## config.mk

```make
export PLATFORM = sky130hd
export DESIGN_NAME = biosig_adc_ctrl
export DESIGN_NICKNAME = d
export VERILOG_FILES = /design/src/rtl/biosig_cmd_pkg.sv /design/src/rtl/biosig_cmd_fifo.sv /design/src/rtl/biosig_op_decode.sv /design/src/rtl/biosig_frame_pacer.sv /design/src/rtl/biosig_adc_ctrl.sv
export SDC_FILE = /design/constraint.sdc
export NUM_CORES = 2
export LEC_CHECK = 0
export BUFFER_PORTS_ARGS = -buffer_cell sky130_fd_sc_hd__buf_2
export CAP_MARGIN = 20
export CORE_MARGIN = 2
export CORE_UTILIZATION = 51
export DETAILED_ROUTE_END_ITERATION = 6
export GPL_TIMING_DRIVEN = 0
export PLACE_DENSITY = 0.66
export SYNTH_ARGS = -nofsm -noshare
export SYNTH_HDL_FRONTEND = slang
export SYNTH_SLANG_ARGS = --single-unit
export TNS_END_PERCENT = 50
```

## constraint.sdc

```tcl
create_clock -name clk -period 13.2 [get_ports clk]
set_clock_uncertainty 0.15 [all_clocks]
set_input_delay 1.98 -clock clk [delete_from_list [all_inputs] [get_ports clk]]
set_output_delay 1.98 -clock clk [all_outputs]
set_load 0.05 [all_outputs]
```

## src/rtl/biosig_cmd_pkg.sv

```systemverilog
package biosig_cmd_pkg;

  localparam logic [7:0] OP_WAKE   = 8'h02;
  localparam logic [7:0] OP_STBY   = 8'h04;
  localparam logic [7:0] OP_RESET  = 8'h06;
  localparam logic [7:0] OP_STREAM = 8'h10;
  localparam logic [7:0] OP_STOP   = 8'h11;
  localparam logic [2:0] GRP_RD    = 3'b001;
  localparam logic [2:0] GRP_WR    = 3'b010;

  typedef enum logic [2:0] {
    C_BAD, C_SIMPLE, C_STREAM, C_RREG, C_WREG
  } op_class_e;

  typedef enum logic [1:0] {
    K_CMD, K_RREG, K_WREG, K_FRAME
  } xfer_kind_e;

endpackage

```

## src/rtl/biosig_cmd_fifo.sv

```systemverilog
module biosig_cmd_fifo #(
  parameter int DEPTH = 512,
  parameter int W     = 8
) (
  input  logic                       clk,
  input  logic                       rst,
  input  logic                       push,
  input  logic [W-1:0]               din,
  input  logic                       pop,
  output logic [W-1:0]               dout,
  output logic                       empty,
  output logic                       full,
  output logic [$clog2(DEPTH+1)-1:0] count
);
  localparam int AW = $clog2(DEPTH);
  localparam int CW = $clog2(DEPTH+1);

  logic [W-1:0]  mem [DEPTH];
  logic [AW-1:0] wr_ptr, rd_ptr;
  logic          wr_en, rd_en;

  assign empty = (count == '0);
  assign full  = (count == CW'(DEPTH));
  assign wr_en = push & ~full;
  assign rd_en = pop & ~empty;

  always_ff @(posedge clk) begin
    if (wr_en) mem[wr_ptr] <= din;
  end

  always_ff @(posedge clk) begin
    if (rd_en) dout <= mem[rd_ptr];
  end

  always_ff @(posedge clk) begin
    if (rst) begin
      wr_ptr <= '0;
      rd_ptr <= '0;
      count  <= '0;
    end else begin
      if (wr_en) wr_ptr <= (wr_ptr == AW'(DEPTH-1)) ? '0 : wr_ptr + AW'(1);
      if (rd_en) rd_ptr <= (rd_ptr == AW'(DEPTH-1)) ? '0 : rd_ptr + AW'(1);
      case ({wr_en, rd_en})
        2'b10:   count <= count + CW'(1);
        2'b01:   count <= count - CW'(1);
        default: count <= count;
      endcase
    end
  end

  // the sequencer only pops bytes that are present
  a_r10_pop_when_filled: assert property (@(posedge clk) disable iff (rst)
    pop |-> !empty);
  a_r10_count_in_range: assert property (@(posedge clk) disable iff (rst)
    count <= CW'(DEPTH));

endmodule

```

## src/rtl/biosig_op_decode.sv

```systemverilog
module biosig_op_decode
  import biosig_cmd_pkg::*;
(
  input  logic [7:0] op,
  output op_class_e  cls
);
  always_comb begin
    if (op[7:5] == GRP_RD)      cls = C_RREG;
    else if (op[7:5] == GRP_WR) cls = C_WREG;
    else begin
      case (op)
        OP_WAKE, OP_STBY, OP_RESET, OP_STOP: cls = C_SIMPLE;
        OP_STREAM:                           cls = C_STREAM;
        default:                             cls = C_BAD;
      endcase
    end
  end
endmodule

```

## src/rtl/biosig_frame_pacer.sv

```systemverilog
module biosig_frame_pacer #(
  parameter int IW = 8
) (
  input  logic          clk,
  input  logic          rst,
  input  logic          en,
  input  logic          drdy_n,
  input  logic [IW-1:0] interval,
  input  logic          ack,
  output logic          pend
);
  logic          drdy_d;
  logic [IW-1:0] cnt;
  logic          fall;

  assign fall = drdy_d & ~drdy_n;

  always_ff @(posedge clk) begin
    if (rst) begin
      drdy_d <= 1'b1;
      cnt    <= '0;
      pend   <= 1'b0;
    end else begin
      drdy_d <= drdy_n;
      if (!en) begin
        cnt  <= '0;
        pend <= 1'b0;
      end else begin
        if (ack) pend <= 1'b0;
        if (fall) begin
          if (cnt == interval) begin
            cnt  <= '0;
            pend <= 1'b1;
          end else begin
            cnt <= cnt + IW'(1);
          end
        end
      end
    end
  end

  // outside streaming no frame request survives
  a_r8_no_request_when_off: assert property (@(posedge clk) disable iff (rst)
    !en |=> !pend);

endmodule

```

## src/rtl/biosig_adc_ctrl.sv

```systemverilog
module biosig_adc_ctrl
  import biosig_cmd_pkg::*;
#(
  parameter int FIFO_DEPTH  = 512,
  parameter int FRAME_BYTES = 27
) (
  input  logic       clk,
  input  logic       rst,
  input  logic       in_valid,
  input  logic [7:0] in_data,
  output logic       stall,
  output logic       rsp_valid,
  output logic [7:0] rsp_data,
  output logic       err,
  output logic       spi_cs_n,
  output logic       spi_start,
  output logic [7:0] spi_tx,
  input  logic       spi_done,
  input  logic [7:0] spi_rx,
  input  logic       drdy_n
);
  localparam int CW      = $clog2(FIFO_DEPTH+1);
  localparam int MAX_TOT = (FRAME_BYTES > 258) ? FRAME_BYTES : 258;
  localparam int XW      = $clog2(MAX_TOT+1);

  typedef enum logic [3:0] {
    S_IDLE, S_OP, S_PWAIT, S_PARAM, S_GATHER, S_LOAD, S_FETCH,
    S_WAITD, S_END, S_STREAM, S_SCMD
  } state_e;

  state_e     state;
  op_class_e  dec_cls, cls_q;
  xfer_kind_e kind_q;
  logic [7:0] op_q, prm_q, tx_q, rsp_q, fifo_q, hdr_byte;
  logic [XW-1:0] idx_q, last_q;
  logic [CW-1:0] fifo_cnt;
  logic cs_n_q, start_q, rsp_v_q, err_q, stream_q;
  logic fifo_empty, fifo_full, fifo_pop, fifo_push;
  logic pace_pend, pace_ack, ret_byte;

  assign stall     = ~cs_n_q | fifo_full;
  assign fifo_push = in_valid & ~stall;

  biosig_cmd_fifo #(.DEPTH(FIFO_DEPTH), .W(8)) fifo_i (
    .clk(clk), .rst(rst), .push(fifo_push), .din(in_data),
    .pop(fifo_pop), .dout(fifo_q), .empty(fifo_empty),
    .full(fifo_full), .count(fifo_cnt)
  );

  biosig_op_decode dec_i (.op(fifo_q), .cls(dec_cls));

  biosig_frame_pacer #(.IW(8)) pacer_i (
    .clk(clk), .rst(rst), .en(stream_q), .drdy_n(drdy_n),
    .interval(prm_q), .ack(pace_ack), .pend(pace_pend)
  );

  always_comb begin
    fifo_pop = 1'b0;
    case (state)
      S_IDLE, S_PWAIT: fifo_pop = ~fifo_empty;
      S_LOAD:          fifo_pop = (kind_q == K_WREG) && (idx_q >= XW'(2));
      S_STREAM:        fifo_pop = ~pace_pend & ~fifo_empty;
      default:         fifo_pop = 1'b0;
    endcase
  end

  assign pace_ack = (state == S_STREAM) && pace_pend;
  assign hdr_byte = (kind_q == K_FRAME) ? 8'h00 :
                    (idx_q == XW'(0))   ? op_q  :
                    (idx_q == XW'(1))   ? prm_q : 8'h00;
  assign ret_byte = (kind_q == K_FRAME) ||
                    ((kind_q == K_RREG) && (idx_q >= XW'(2)));

  always_ff @(posedge clk) begin
    if (rst) begin
      state    <= S_IDLE;
      cls_q    <= C_BAD;
      kind_q   <= K_CMD;
      op_q     <= '0;
      prm_q    <= '0;
      tx_q     <= '0;
      rsp_q    <= '0;
      idx_q    <= '0;
      last_q   <= '0;
      cs_n_q   <= 1'b1;
      start_q  <= 1'b0;
      rsp_v_q  <= 1'b0;
      err_q    <= 1'b0;
      stream_q <= 1'b0;
    end else begin
      start_q <= 1'b0;
      rsp_v_q <= 1'b0;
      err_q   <= 1'b0;
      case (state)
        S_IDLE: if (!fifo_empty) state <= S_OP;
        S_OP: begin
          op_q  <= fifo_q;
          cls_q <= dec_cls;
          case (dec_cls)
            C_SIMPLE: begin
              kind_q <= K_CMD; last_q <= '0; idx_q <= '0;
              cs_n_q <= 1'b0;  state <= S_LOAD;
            end
            C_STREAM, C_RREG, C_WREG: state <= S_PWAIT;
            default: begin
              err_q <= 1'b1; state <= S_IDLE;
            end
          endcase
        end
        S_PWAIT: if (!fifo_empty) state <= S_PARAM;
        S_PARAM: begin
          prm_q <= fifo_q;
          idx_q <= '0;
          case (cls_q)
            C_STREAM: begin
              kind_q <= K_CMD; last_q <= '0;
              cs_n_q <= 1'b0;  state <= S_LOAD;
            end
            C_RREG: begin
              kind_q <= K_RREG; last_q <= XW'(fifo_q) + XW'(2);
              cs_n_q <= 1'b0;   state <= S_LOAD;
            end
            C_WREG:  state <= S_GATHER;
            default: state <= S_IDLE;
          endcase
        end
        S_GATHER: if (fifo_cnt >= CW'(prm_q) + CW'(1)) begin
          kind_q <= K_WREG; last_q <= XW'(prm_q) + XW'(2);
          cs_n_q <= 1'b0;   state <= S_LOAD;
        end
        S_LOAD: begin
          if ((kind_q == K_WREG) && (idx_q >= XW'(2))) begin
            state <= S_FETCH;
          end else begin
            tx_q <= hdr_byte; start_q <= 1'b1; state <= S_WAITD;
          end
        end
        S_FETCH: begin
          tx_q <= fifo_q; start_q <= 1'b1; state <= S_WAITD;
        end
        S_WAITD: if (spi_done) begin
          if (ret_byte) begin
            rsp_v_q <= 1'b1; rsp_q <= spi_rx;
          end
          if (idx_q == last_q) state <= S_END;
          else begin
            idx_q <= idx_q + XW'(1); state <= S_LOAD;
          end
        end
        S_END: begin
          cs_n_q <= 1'b1;
          if (kind_q == K_CMD && op_q == OP_STREAM) begin
            stream_q <= 1'b1; state <= S_STREAM;
          end else if (kind_q == K_FRAME) begin
            state <= S_STREAM;
          end else begin
            if (kind_q == K_CMD && op_q == OP_STOP) stream_q <= 1'b0;
            state <= S_IDLE;
          end
        end
        S_STREAM: begin
          if (pace_pend) begin
            kind_q <= K_FRAME; last_q <= XW'(FRAME_BYTES-1); idx_q <= '0;
            cs_n_q <= 1'b0;    state <= S_LOAD;
          end else if (!fifo_empty) begin
            state <= S_SCMD;
          end
        end
        S_SCMD: begin
          if (fifo_q == OP_STOP) begin
            op_q   <= fifo_q; kind_q <= K_CMD; last_q <= '0; idx_q <= '0;
            cs_n_q <= 1'b0;   state <= S_LOAD;
          end else begin
            err_q <= 1'b1; state <= S_STREAM;
          end
        end
        default: state <= S_IDLE;
      endcase
    end
  end

  assign spi_cs_n  = cs_n_q;
  assign spi_start = start_q;
  assign spi_tx    = tx_q;
  assign rsp_valid = rsp_v_q;
  assign rsp_data  = rsp_q;
  assign err       = err_q;

  // quiet outputs while reset is applied
  a_r1_reset_quiet: assert property (@(posedge clk)
    rst |=> (spi_cs_n && !rsp_valid && !err && !spi_start));
  // byte strobes only inside a select window
  a_r2_start_under_select: assert property (@(posedge clk) disable iff (rst)
    spi_start |-> !spi_cs_n);
  a_r2_start_single: assert property (@(posedge clk) disable iff (rst)
    spi_start |=> !spi_start);
  // a returned byte always follows a finished exchange
  a_r3_rsp_after_done: assert property (@(posedge clk) disable iff (rst)
    rsp_valid |-> $past(spi_done));
  // host is held off for the whole select window
  a_r5_stall_during_select: assert property (@(posedge clk) disable iff (rst)
    !spi_cs_n |-> stall);
  // dropped opcode gives a lone pulse with no SPI activity
  a_r6_err_single_pulse: assert property (@(posedge clk) disable iff (rst)
    err |=> !err);
  a_r6_err_no_select: assert property (@(posedge clk) disable iff (rst)
    err |-> spi_cs_n);

endmodule

```

# Word-level counts from Yosys, hierarchy flattened
# Memory sizes are Yosys's and may differ from the RTL's. A register that Yosys moved wholly into a read port is not among the register bits.
# Index checks and enable logic that the tools add are counted.
[classes] n_addsub=9 order_cmp=2 eq_ne=50 mux=65 bitwise_logic=15 n_reduce_logical=32
[ops] op="$pmux W9 S5" n=2
[ops] op="$mux W9" n=9
[ops] op="$mux W8" n=6
[ops] op="$pmux W4 S11" n=1
[ops] op="$mux W4" n=10
[ops] op="$eq A8 B5 Y1 const B" n=4
[ops] op="$pmux W8 S2" n=2
[ops] op="$add A9 B1 Y9 const B" n=3
[ops] op="$pmux W10 S2" n=1
[ops] op="$add A8 B2 Y9 const B" n=2
[ops] op="$eq A9 B9 Y1 const B" n=2
[ops] op="$mux W1" n=18
[ops] op="$ne A2 B2 Y1 const B" n=9
[ops] op="$pmux W9 S2" n=1
[ops] op="$reduce_and A6 Y1" n=3
[ops] op="$eq A4 B3 Y1 const B" n=4
[ops] op="$eq A8 B3 Y1 const B" n=2
[ops] op="$eq A3 B2 Y1 const B" n=5
[ops] op="$eq A4 B4 Y1 const B" n=3
[ops] op="$pmux W3 S2" n=2
[ops] op="$add A10 B1 Y10 const B" n=1
[ops] op="$eq A10 B10 Y1 const B" n=1
[ops] op="$ge A10 B9 Y1" n=1
[ops] op="$logic_not A10 Y1" n=1
[ops] op="41 further kinds" n=80
[totals] regBits=102 ram_bits=4096 input_bits=21 out_inout_bits=21 wordCells=194 memories=1
[memory_table] memory="fifo_i.mem" depth=512 width=8 rd=1 rd_ports_with_merged_regs=1 wr=1 line="biosig_cmd_fifo.sv:18" source="logic [W-1:0] mem [DEPTH];"

# Depth between registers and ports, before layout
[depth] ltp_word=9 depth_mapped=19 ltp_nobuf=18

# Hierarchy
# Synthesis repeated with hierarchy kept, for this count alone.
[hier_totals] hier_cells=8203 area_unflattened_um2=165183.4
[modules_own_cells] mod="biosig_cmd_fifo" instances=1 cells_per_inst=7654 area_each_um2=160681.6 seq_area_each_um2=123798.7
[modules_own_cells] mod="biosig_adc_ctrl" instances=1 cells_per_inst=482 area_each_um2=3908.7 seq_area_each_um2=1281.2
[modules_own_cells] mod="biosig_frame_pacer" instances=1 cells_per_inst=57 area_each_um2=525.5 seq_area_each_um2=200.2
[modules_own_cells] mod="biosig_op_decode" instances=1 cells_per_inst=10 area_each_um2=67.6 seq_area_each_um2=0.0

# Least setup slack after synthesis
# No wires, ideal clock.
[synth_timing] path_kind="input-to-reg" from="input port in_valid" to="register fifo_i.count[9]" setup_time_ns=0.070 t_arrival_ns=4.635 required_time_ns=12.980 slack_ns=8.344 cell_stages=13 n_path_buf=1 path_cell_list="o211a_1 > clkbuf_1 > inv_1 > ha_1 > ha_1 > a21o_1 > a21o_1 > a21oi_1 > o21ai_0 > a41oi_1 > a21oi_1 > or4_1 > a21oi_1"
[synth_via] elab_chain_cells=4 elab_cells_between_ends=6 classes_between="2 x eq/ne; 1 x mux; 2 x bitwise; 1 x reduce/logical"
[synth_rtl] element="start: declaration" line="biosig_adc_ctrl.sv:9" source="input logic in_valid,"
[synth_rtl] element="$and A1 B1 Y1 (*)" line="biosig_adc_ctrl.sv:42" source="assign fifo_push = in_valid & ~stall;"
[synth_rtl] element="$and A1 B1 Y1 (*)" line="biosig_cmd_fifo.sv:24" source="assign wr_en = push & ~full;"
[synth_rtl] element="$eq A2 B1 Y1 or $eq A2 B2 Y1 (tied branches)" line="biosig_cmd_fifo.sv:43" source="case ({wr_en, rd_en})"
[synth_rtl] element="$pmux W10 S2 or $reduce_bool A2 Y1 (tied branches)"
[synth_rtl] element="end signal: assignment" line="biosig_cmd_fifo.sv:44" source="2'b10: count <= count + CW'(1);"
[synth_rtl] element="end signal: assignment" line="biosig_cmd_fifo.sv:45" source="2'b01: count <= count - CW'(1);"
[synth_rtl] element="end signal: assignment" line="biosig_cmd_fifo.sv:46" source="default: count <= count;"
[synth_rtl] element="end: declaration" line="biosig_cmd_fifo.sv:13" source="output logic [$clog2(DEPTH+1)-1:0] count"
# Every way passes the cells marked *; elsewhere a longest branch is shown, timed or not.
# A chain may end at the register's enable or synchronous reset.

==> impl_metrics.csv <==
group,metric,value,unit
grt,antenna_found_initial,40,
synth,yosys.area.top_type,"edfxtp_1",
sta,hold_viol,0,
floorplan,ios,42,
grt,grt_use_met1,0.409,
sta,slew-limit-headroom,-0.00394,
synth,synth.top_cell.area_share,0.753,
final_layout,nFillCells,23000,
final_layout,ff_latch_area,125000,sq um
sta,setup_viol,0,
outcome,violations,"design-rule violations, max-slew violations",
synth,synthesis.nets,7857,
worst_hold_path,hold_class,"flop to flop",
power_and_ir_drop,power_density,185,nW/um^2
clock_network,cts_buffer_depth,4,
worst_hold_path,hp-start,"stream_q",
sta,fmaxAchievable,144,MHz
grt,use_met3,0.102,
place,place_area,172000,sq um
synth,yosys_warnings,0,
detailed_routing,vias,87200,
power_and_ir_drop,p_seq_frac,0.432,
place,portBuffers,41,
final_layout,drive_gt1_frac,0.242,
critical_path,cp_slowest_cell,"a221oi_1",
floorplan,die_y,571,microns
sta,drv_slew,1,
synth,synth_cells,7802,
synth,postSynthAreaPerCell,21.0,sq um
sta,finalCritPeriodShare,0.526,
floorplan,num_rows,208,
synth,synth_seq_cells,4206,
critical_path,r2r_cells,10,
final_layout,fin_area,185000,sq um
final_layout,fin_cells,13000,
critical_path,worstReg2RegStart,"fifo_i.rd_ptr[6]",
flow_run,maxCapViolCount,0,
final_layout,nNetsFinal,8447,
critical_path,worstPathMaxFanout,10,
sta,rsz0062_at_grt,"no",
grt,grt_pass1_vias,84500,
power_and_ir_drop,combPwrFrac,0.225,
synth,ys_seq_area_frac,0.765,
synth,netlist_area,164000,sq um
critical_path,cpLargestDelayFamily,"buffers and inverters",
clock_network,numCtsBuffers,422,
detailed_routing,wl,507000,microns
floorplan,core,320000,sq um
synth,synth.most_common_cell,"edfxtp_1",
power_and_ir_drop,p_total,34.3,mW
detailed_routing,drt_iter0_drc,15100,
detailed_routing,drc,1,
grt,top_usage_layer,"met2",
critical_path,critPathKind,"flop to flop",
sta,finalSetupTns,0,ns
clock_network,post_cts_buffers,0,
synth,yosys-top-cells-count,"edfxtp_1, mux4_2, nor2_1",
clock_network,clk_latency,1.00,ns
critical_path,critPathRequiredTime,13.80,ns
final_layout,multiInputGateArea,36200,sq um
clock_network,clk_pin_slew_worst_paths,0.06,ns
place,placed_cells,12200,
power_and_ir_drop,power.switching,9.94,mW
detailed_routing,wire_per_inst,39.1,microns
power_and_ir_drop,leakagePower,57.3,nW
grt,grt_pass1_wl,687000,microns
power_and_ir_drop,intPower,24.3,mW
synth,synth_enable_flop_cells,4104,
synth,ys_top_cells_by_area,"edfxtp_1, mux4_2, nor2_1",
synth,async_reset_ff_frac,0,
critical_path,cp_cell_sequence,"or2_2 > clkbuf_1 > clkbuf_1 > clkbuf_1 > clkbuf_2 > o22ai_1 > a221oi_1 > a311oi_1 > nand3_1 > and3_1",
power_and_ir_drop,vdd_ir_drop_max,0.000121,V
critical_path,slowest_delay,1.11,ns
detailed_routing,viasPerCell,6.73,
clock_network,ctsResizeCount,0,
outcome,status,"finished with violations",
critical_path,worst_setup_path_start_kind,"flop",
worst_hold_path,whs_endpoint,"pacer_i.pend",
grt,grtUsageTotal,0.310,
sta,worst_pin_slew,1.51,ns
detailed_routing,firstDrtPassIters,7,
grt,grt_max_degree,169,
power_and_ir_drop,p_sw_frac,0.290,
critical_path,critical_path_arrival,7.54,ns
critical_path,path_buf_inv,4,
critical_path,r2r-end,"fifo_i.dout[0]",
critical_path,cp-end-kind,"flop",
synth,synth.distinct_cells,69,
floorplan,dieArea,325000,sq um
clock_network,cts-htree-levels,5,
worst_hold_path,hold_depth,2,
clock_network,clockRootBuffer,"clkbuf_16",
sta,fin_crit,6.94,ns
floorplan,die_w,571,microns
floorplan,start_util,0.511,
critical_path,rrSetupSlack,6.26,ns
grt,grt.overflow.total,0,
place,place_congestion,0.960,
clock_network,numClockSinks,4206,
place,hpwlAfterDp,348000,microns
detailed_routing,ant_nets,0,
final_layout,area_growth,13.1,%
power_and_ir_drop,pwr-share-clk,0.343,
synth,synth_flop_cell,"edfxtp_1",
critical_path,cpMostUsedCell,"clkbuf_1",
clock_network,cts_hold_buf,0,
grt,grtUsageMet2,0.460,
clock_network,cts_tree,"done",
## worst register-to-register path, delay by kind of cell (launching register included)
family | cells | cell delay, ns
AO/OA/AOI/OAI | 3 | 1.81
buffers and inverters | 4 | 3.35
flip-flops | 1 | 0.65
AND/OR/NAND/NOR | 3 | 0.77
## layout by cell type (no fill, tap or decap), drive strengths merged, types with 17 or more instances in the layout
cell type	instances
nor2b	17
o221ai	96
nor4	22
nand4	18
a311oi	18
clkinv	170
a21oi	85
bufinv	32
xnor2	25
mux4	1025
buf	362
a22oi	36
diode	40
mux2	125
o22a	75
mux2i	175
ha	33
clkbuf	841
o22ai	55
o21ai	129
nand2	142
nor2	663
and3	25
edfxtp	4104
xor2	34
inv	30
nor3	19
a221oi	94
nand3	40
dfxtp	102
## final cells by class
type | count | area share
sequential | 4206 | 0.677
multi-input combinational | 3072 | 0.195
clock buffer | 535 | 0.0606
tap | 4200 | 0.0284
timing repair buffer | 166 | 0.0141
buffer | 502 | 0.0122
clock inverter | 216 | 0.0117
antenna | 40 | 0.000541
inverter | 22 | 0.000446
## worst max path at each step
| stage | from | end | depth (start not counted) | slack (ns) |
|---|---|---|---|---|
| 2_1_floorplan | in_valid | fifo_i.count[9] | 13 | 8.34 |
| 3_3_place_gp | in_data[2] | fifo_i.mem[426][2] | 1 | 2.53 |
| 3_5_place_dp | in_valid | fifo_i.mem[427][0] | 9 | 6.28 |
| 4_1_cts | fifo_i.rd_ptr[6] | fifo_i.dout[4] | 10 | 6.66 |
| 5_1_grt | fifo_i.rd_ptr[1] | fifo_i.dout[3] | 11 | 6.65 |
| 6_report | fifo_i.rd_ptr[6] | fifo_i.dout[0] | 10 | 6.26 |
## registers in the layout, indices dropped and copies added (netlist names), 9 cells and up
signal         flops
last_q             9
fifo_i.count      10
fifo_i.rd_ptr      9
idx_q              9
fifo_i.mem      4096
fifo_i.wr_ptr      9
## power groups by stage
stage | Clock (mW) | Combinational [mW] | Sequential [mW]
2_1_floorplan | 0 | 4.34 | 15.1
3_3_place_gp | 0 | 7.33 | 15.2
3_5_place_dp | 0 | 7.54 | 15.1
4_1_cts | 11.8 | 7.57 | 14.8
5_1_grt | 12.3 | 7.87 | 14.8
6_report | 11.8 | 7.72 | 14.8
## routing by layer
metal / routed length, microns / vias to the layer above
met5: 460 / -
met4: 32600 / 28
met3: 68200 / 1218
met2: 227000 / 6321
met1: 178000 / 45900
li1: - / 33800
## cells by family after synthesis
family	synth area share
DFF	0.765
xor gates and xnor gates	0.00316
buffers and inverters	0.0138
AOI/OAI and AO/OA	0.0285
muxes	0.160
and+or+nand+nor	0.0262
adders and majority gates	0.00264
## stage by stage
step	hold slack, ns	setup WS (ns)	utilization
final	0.318	6.26	0.578
after CTS	0.317	6.66	0.578
after global placement	0.305	2.53	0.528
after global routing	0.340	6.65	0.578
after floorplan	0.276	8.34	-
after detailed placement	0.306	6.28	0.536
No activity file was read; power rests on OpenSTA's default activity.
